[config.mk]
export PLATFORM = sky130hd
export DESIGN_NAME = adc_seq_top
export DESIGN_NICKNAME = d
export VERILOG_FILES = /design/src/rtl/adc_seq_pkg.sv /design/src/rtl/adc_seq_regs.sv /design/src/rtl/adc_seq_fsm.sv /design/src/rtl/adc_seq_top.sv
export SDC_FILE = /design/constraint.sdc
export NUM_CORES = 1
export LEC_CHECK = 0
export BUFFER_PORTS_ARGS = -buffer_cell sky130_fd_sc_hd__buf_4
export CORE_MARGIN = 2
export CORE_UTILIZATION = 29
export CTS_CLUSTER_DIAMETER = 100
export CTS_CLUSTER_SIZE = 40
export DETAILED_ROUTE_END_ITERATION = 10
export PLACE_DENSITY = 0.59
export SYNTH_ARGS = -nofsm -noshare
export SYNTH_HDL_FRONTEND = slang
export SYNTH_SLANG_ARGS = --single-unit
[constraint.sdc]
create_clock -name clk -period 3.4 [get_ports clk]
set_input_delay 0.17 -clock clk [delete_from_list [all_inputs] [get_ports clk]]
set_output_delay 0.17 -clock clk [all_outputs]
set_load 0.005 [all_outputs]
[src/rtl/adc_seq_pkg.sv]
package adc_seq_pkg;

  localparam int unsigned ADDR_W = 3;

  localparam logic [ADDR_W-1:0] A_CTRL  = 3'd0;
  localparam logic [ADDR_W-1:0] A_STAT  = 3'd1;
  localparam logic [ADDR_W-1:0] A_IEN   = 3'd2;
  localparam logic [ADDR_W-1:0] A_RES   = 3'd3;
  localparam logic [ADDR_W-1:0] A_RESOB = 3'd4;

  localparam int unsigned BUSY_BIT  = 0;
  localparam int unsigned DONE_BIT  = 2;
  localparam int unsigned START_BIT = 0;

  typedef enum logic [2:0] {
    S_IDLE,
    S_SETTLE,
    S_ISSUE,
    S_WAIT,
    S_NULL
  } seq_state_e;

endpackage

[src/rtl/adc_seq_regs.sv]
module adc_seq_regs
  import adc_seq_pkg::*;
#(
  parameter int unsigned DATA_W = 16,
  parameter int unsigned CTRL_W = 16
) (
  input  logic              clk,
  input  logic              rst_n,
  input  logic [ADDR_W-1:0] reg_addr,
  input  logic              reg_wr,
  input  logic [DATA_W-1:0] reg_wdata,
  input  logic              busy,
  input  logic              done_set,
  input  logic [CTRL_W-1:0] ctrl_q,
  input  logic [DATA_W-1:0] result_q,
  output logic [DATA_W-1:0] reg_rdata,
  output logic              start_req,
  output logic              done_q,
  output logic              irq
);

  localparam logic [DATA_W-1:0] SIGN_FLIP = {1'b1, {(DATA_W-1){1'b0}}};

  logic ien_q, ien_d, ien_en;
  logic done_d, done_en;
  logic clr_req;

  assign start_req = reg_wr && (reg_addr == A_CTRL) && reg_wdata[START_BIT];
  assign clr_req   = reg_wr && (reg_addr == A_STAT) && reg_wdata[DONE_BIT];

  // next-state: completion has priority over a same-cycle clear
  always_comb begin
    ien_en  = reg_wr && (reg_addr == A_IEN);
    ien_d   = reg_wdata[DONE_BIT];
    done_en = done_set || clr_req;
    done_d  = done_set;
  end

  always_ff @(posedge clk or negedge rst_n) begin
    if (!rst_n) begin
      ien_q  <= 1'b0;
      done_q <= 1'b0;
    end else begin
      if (ien_en)  ien_q  <= ien_d;
      if (done_en) done_q <= done_d;
    end
  end

  assign irq = done_q && ien_q;

  always_comb begin
    reg_rdata = '0;
    unique case (reg_addr)
      A_CTRL:  reg_rdata = DATA_W'(ctrl_q);
      A_STAT: begin
        reg_rdata[DONE_BIT] = done_q;
        reg_rdata[BUSY_BIT] = busy;
      end
      A_IEN:   reg_rdata[DONE_BIT] = ien_q;
      A_RES:   reg_rdata = result_q;
      A_RESOB: reg_rdata = result_q ^ SIGN_FLIP;
      default: reg_rdata = '0;
    endcase
  end

endmodule

[src/rtl/adc_seq_fsm.sv]
module adc_seq_fsm
  import adc_seq_pkg::*;
#(
  parameter int unsigned NCHAN         = 10,
  parameter int unsigned CH_W          = 4,
  parameter int unsigned DATA_W        = 16,
  parameter int unsigned SETTLE_CYCLES = 8,
  parameter int unsigned CTRL_W        = CH_W + NCHAN + 2
) (
  input  logic              clk,
  input  logic              rst_n,
  input  logic              start_req,
  input  logic [CTRL_W-1:0] start_word,
  input  logic              cnv_done,
  input  logic [DATA_W-1:0] cnv_data,
  output logic              cnv_start,
  output logic              busy,
  output logic              done_set,
  output logic [CTRL_W-1:0] ctrl_q,
  output logic [DATA_W-1:0] result_q
);

  localparam int unsigned CH_LO   = 1;
  localparam int unsigned MSK_LO  = CH_W + 1;
  localparam int unsigned DLY_BIT = CH_W + NCHAN + 1;
  localparam int unsigned CNT_W   = $clog2(SETTLE_CYCLES + 1);

  seq_state_e        st_q, st_d;
  logic [CNT_W-1:0]  cnt_q, cnt_d;
  logic              cnt_en, ctrl_en, res_en;
  logic [DATA_W-1:0] res_d;
  logic [CH_W-1:0]   new_chan;
  logic [NCHAN-1:0]  new_mask;
  logic [NCHAN-1:0]  chan_hit;
  logic              new_dly, new_en, accept;

  assign new_chan = start_word[CH_LO +: CH_W];
  assign new_mask = start_word[MSK_LO +: NCHAN];
  assign new_dly  = start_word[DLY_BIT];

  // one comparator per channel; numbers past the last channel match none
  for (genvar g = 0; g < NCHAN; g++) begin : g_hit
    assign chan_hit[g] = (new_chan == CH_W'(g)) && new_mask[g];
  end
  assign new_en = |chan_hit;

  assign accept = start_req && (st_q == S_IDLE);

  always_comb begin
    st_d    = st_q;
    cnt_en  = 1'b0;
    cnt_d   = cnt_q;
    ctrl_en = 1'b0;
    res_en  = 1'b0;
    res_d   = result_q;
    unique case (st_q)
      S_IDLE: begin
        if (accept) begin
          ctrl_en = 1'b1;
          if (!new_en) begin
            st_d = S_NULL;
          end else if (new_dly) begin
            st_d   = S_SETTLE;
            cnt_en = 1'b1;
            cnt_d  = CNT_W'(SETTLE_CYCLES);
          end else begin
            st_d = S_ISSUE;
          end
        end
      end
      S_SETTLE: begin
        cnt_en = 1'b1;
        cnt_d  = cnt_q - 1'b1;
        if (cnt_q == CNT_W'(1)) st_d = S_ISSUE;
      end
      S_ISSUE: st_d = S_WAIT;
      S_WAIT: begin
        if (cnv_done) begin
          res_en = 1'b1;
          res_d  = cnv_data;
          st_d   = S_IDLE;
        end
      end
      S_NULL: begin
        res_en = 1'b1;
        res_d  = '0;
        st_d   = S_IDLE;
      end
      default: st_d = S_IDLE;
    endcase
  end

  always_ff @(posedge clk or negedge rst_n) begin
    if (!rst_n) begin
      st_q     <= S_IDLE;
      cnt_q    <= '0;
      ctrl_q   <= '0;
      result_q <= '0;
    end else begin
      st_q <= st_d;
      if (cnt_en)  cnt_q    <= cnt_d;
      if (ctrl_en) ctrl_q   <= start_word;
      if (res_en)  result_q <= res_d;
    end
  end

  assign cnv_start = (st_q == S_ISSUE);
  assign busy      = (st_q != S_IDLE);
  assign done_set  = res_en;

endmodule

[src/rtl/adc_seq_top.sv]
module adc_seq_top
  import adc_seq_pkg::*;
#(
  parameter int unsigned NCHAN         = 10,
  parameter int unsigned CH_W          = 4,
  parameter int unsigned DATA_W        = 16,
  parameter int unsigned SETTLE_CYCLES = 8
) (
  input  logic              clk,
  input  logic              rst_n,
  input  logic [ADDR_W-1:0] reg_addr,
  input  logic              reg_wr,
  input  logic [DATA_W-1:0] reg_wdata,
  output logic [DATA_W-1:0] reg_rdata,
  output logic              irq,
  output logic              cnv_start,
  output logic [CH_W-1:0]   cnv_chan,
  input  logic              cnv_done,
  input  logic [DATA_W-1:0] cnv_data
);

  localparam int unsigned CTRL_W = CH_W + NCHAN + 2;

  logic              start_req, busy, done_set, done_q;
  logic [CTRL_W-1:0] ctrl_q;
  logic [DATA_W-1:0] result_q;

  adc_seq_fsm #(
    .NCHAN(NCHAN), .CH_W(CH_W), .DATA_W(DATA_W),
    .SETTLE_CYCLES(SETTLE_CYCLES), .CTRL_W(CTRL_W)
  ) u_fsm (
    .clk(clk), .rst_n(rst_n),
    .start_req(start_req), .start_word(reg_wdata[CTRL_W-1:0]),
    .cnv_done(cnv_done), .cnv_data(cnv_data),
    .cnv_start(cnv_start), .busy(busy), .done_set(done_set),
    .ctrl_q(ctrl_q), .result_q(result_q)
  );

  adc_seq_regs #(.DATA_W(DATA_W), .CTRL_W(CTRL_W)) u_regs (
    .clk(clk), .rst_n(rst_n),
    .reg_addr(reg_addr), .reg_wr(reg_wr), .reg_wdata(reg_wdata),
    .busy(busy), .done_set(done_set), .ctrl_q(ctrl_q), .result_q(result_q),
    .reg_rdata(reg_rdata), .start_req(start_req), .done_q(done_q), .irq(irq)
  );

  assign cnv_chan = ctrl_q[1 +: CH_W];

endmodule

==> parameters.txt <==
Parameter                              Value

Drt
  Wirelength per Cell    16.3 µm
  Total iterations of the first detailed-routing run    4
  Routed via count    1822
  DRT iter0 DRCs    67
  Residual DRC count    0
  Post-route antenna net violation count    0
  Final routed wirelength across all metal layers    5.93 mm
  Vias/cell    5.02

STA
  Largest clock skew in the final design    0.00413 ns
  Final setup violation count    0
  Final setup margin    1.36 ns
  Maximum clock frequency    491 MHz
  Pins Over Slew Limit    0
  Final cycle utilization of the critical path    59.9%
  Relative slew margins    31.5%
  Hold WS    0.0881 ns
  RSZ-0062 raised after global routing    no
  Worst Max-Slew Pin Slew    1.02 ns
  Number of hold-slack violations in the final timing report    0
  Post-layout min period    2.04 ns
  Summed negative setup slack over all endpoints    0 ns

Worst hold path
  Class of the most critical hold timing path    input port to register

Synthesis
  Fraction of registers with async set/reset    100%
  XOR/XNOR Fraction of Synth Area    0.769%
  Number of instances in the synthesized netlist    208
  Synth area leaders    sky130_fd_sc_hd__dfrtp_1, sky130_fd_sc_hd__mux2i_1, sky130_fd_sc_hd__a22o_1, sky130_fd_sc_hd__mux2_4, sky130_fd_sc_hd__mux2_2
  Area share of the largest cell type after synthesis    45.0%
  Mux share of post-synthesis cell area    17.7%
  Yosys warning count    0
  Flops & latches, synth    41
  Most used DFF post-synth    sky130_fd_sc_hd__dfrtp_1
  Area fraction in and, or, nand and nor cells after synthesis    15.5%
  Post-Syn Area    2280 µm²
  Cell type with the highest aggregate area in the netlist    sky130_fd_sc_hd__dfrtp_1
  Sequential fraction of the synthesis area    45.0%
  Number of different library cells in the post-synthesis netlist    47
  Area share of fa/ha/maj cells after synthesis    1.10%
  EDFF count, synth    0
  Net count after synthesis    249
  Main combinational cell family by area after synthesis    multiplexers
  Synthesized area divided by synthesized cell count    11.0 µm²
  Compound-gate portion of the synthesized area    14.1%

Clocking
  Clk Latency, worst-skew pair    0.30 ns
  TritonCTS clock tree    built
  Clock buffers created by TritonCTS    5
  # H-tree levels    2
  Clock buffer depth    2
  # clock sinks    41
  Clock slew at reported path FFs    0.08 ns
  Root Driver    sky130_fd_sc_hd__clkbuf_8

Global routing
  Number of antenna violations at the first check in global routing    0
  Grt ovf    0
  Wire length of the first global-routing pass    9.81 mm
  Vias in the first global route    1876
  GRT Overall Usage    14.9%
  Pin count of the biggest net entering global routing    42

Final layout
  N_diodes    0
  Area growth from synthesis to layout    26.1%
  Post-layout nets    301
  Fraction of layout cells with a size suffix above 1    35.2%
  Commonest non-fill, non-tap cell in the layout    sky130_fd_sc_hd__buf_4
  Cell area after layout    2870 µm²
  Number of standard cells in the layout, taps in and fillers out    363
  Most frequent cells in the layout    sky130_fd_sc_hd__buf_4, sky130_fd_sc_hd__dfrtp_1, sky130_fd_sc_hd__nand2_1
  End-of-flow core utilization    37.4%

Power and ir drop
  Power per standard cell area    462 nW/µm²
  Leakage power summed over all cells    1.36 nW
  Clk network pwr share    31.1%
  Part of the power in registers    47.5%
  Net switching power    0.362 mW
  Part of the power in combinational logic    21.3%
  Proportion of total power due to net switching    27.2%
  Max VDD drop    0.000161 V
  Internal power of the cells    0.967 mW
  Power, Total    1.33 mW

Floorplan
  Placeable Area    7690 µm²
  Area enclosed by the die boundary    8580 µm²
  Width of the chip    92.6 µm
  Starting utilization of the core area    29.6%
  Die height    92.6 µm
  Number of top-level pins    61
  FP Rows    32

Placed design
  Worst slack, placed    1.32 ns
  Detailed-placement wirelength estimate    4.28 mm
  Total of buffers placed on input and output ports    60
  Placed Cells incl. Taps    354
  Routability congestion estimate    0.778
  Total placed instance area    2750 µm²

Worst setup path
  Peak fanout along the critical path    17
  Startpoint class of the critical path    register
  Startpoint-to-endpoint class of the critical path    register to register
  Required time worst endpoint    3.59 ns
  Arrival time at the worst endpoint    2.23 ns
  Nature of the critical path endpoint    register

Job
  Max-cap violations    0

Run status
  Run status    completed
-- cells by family after synthesis --
group / count (synthesis)
and+or+nand+nor: 60
xor gates and xnor gates: 2
DFF: 41
adders and majority gates: 2
buffers and inverters: 22
muxes: 34
AOI/OAI and AO/OA: 47
-- cells in the mapped netlist, types with 3 or more instances --
cell type / n
sky130_fd_sc_hd__mux2_2: 8
sky130_fd_sc_hd__nand3_1: 6
sky130_fd_sc_hd__nand2b_1: 3
sky130_fd_sc_hd__a22o_1: 16
sky130_fd_sc_hd__nand4_1: 3
sky130_fd_sc_hd__mux2_4: 8
sky130_fd_sc_hd__buf_2: 6
sky130_fd_sc_hd__mux2i_1: 17
sky130_fd_sc_hd__o21ai_0: 17
sky130_fd_sc_hd__inv_1: 6
sky130_fd_sc_hd__buf_6: 3
sky130_fd_sc_hd__buf_4: 5
sky130_fd_sc_hd__a31oi_1: 3
sky130_fd_sc_hd__nand2_1: 21
sky130_fd_sc_hd__dfrtp_1: 41
sky130_fd_sc_hd__nor2_1: 7
-- path summary, 6_finish.rpt --
path / start / endpoint / slack (ns) / cells after the start
setup reg to reg: u_fsm.st_q[2]$_DFFE_PN0P_ / u_fsm.result_q[5]$_DFFE_PN0P_ / 1.36 / 4
min in group asynchronous: rst_n / u_fsm.result_q[11]$_DFFE_PN0P_ / 0.39 / 2
hold reg to reg: u_fsm.ctrl_q[0]$_DFFE_PN0P_ / u_fsm.ctrl_q[0]$_DFFE_PN0P_ / 0.48 / 1
hold / removal: cnv_data[11] / u_fsm.result_q[11]$_DFFE_PN0P_ / 0.09 / 2
max in group asynchronous: rst_n / u_fsm.result_q[2]$_DFFE_PN0P_ / 2.64 / 2
setup / recovery: u_fsm.st_q[2]$_DFFE_PN0P_ / u_fsm.result_q[5]$_DFFE_PN0P_ / 1.36 / 4
-- registers in the layout, indices dropped and copies added (netlist names) --
name and flops:
u_fsm.st_q 3, u_regs.done_q 1, u_fsm.cnt_q 4, u_regs.ien_q 1, u_fsm.ctrl_q 16, u_fsm.result_q 16
-- power groups by stage --
stage	Clock (mW)	Combinational [mW]	Sequential, mW
4_1_cts	0.422	0.288	0.631
3_3_place_gp	0	0.278	0.639
2_1_floorplan	0	0.190	0.620
5_1_grt	0.441	0.321	0.642
3_5_place_dp	0	0.286	0.641
6_report	0.414	0.283	0.632
-- layout make-up --
| cell class | count | area, µm² |
|---|---|---|
| clock buffers | 7 | 86.3 |
| clock inverters | 1 | 30.0 |
| fillers | 806 | 4810 |
| inverters | 6 | 22.5 |
| multi-input cells | 145 | 1120 |
| flip-flops and latches | 41 | 1030 |
| well taps | 102 | 128 |
| repair buffers | 61 | 460 |
-- routing by layer --
layer  track usage, %  part of all wire (%)
met1             20.7                    47
met2             22.9                    46
met3             3.17                   5.5
met4             5.15                   1.5
met5                0                     0
-- repair_timing --
item / 4_1_cts / 5_1_grt
buffers inserted: 0 / 0
endpoints found under the hold margin: 41 / 0
gates resized for setup: 0 / 0
hold buffers: 1 / 0
-- critical path, cell delays in order, from the launching register on --
cell and delay, ns:
sky130_fd_sc_hd__dfrtp_1 0.46, sky130_fd_sc_hd__nand2b_1 0.21, sky130_fd_sc_hd__nor2_2 0.65, sky130_fd_sc_hd__a21oi_2 0.34, sky130_fd_sc_hd__a22o_1 0.28
Note: power is estimated with default switching activity, not from simulation.
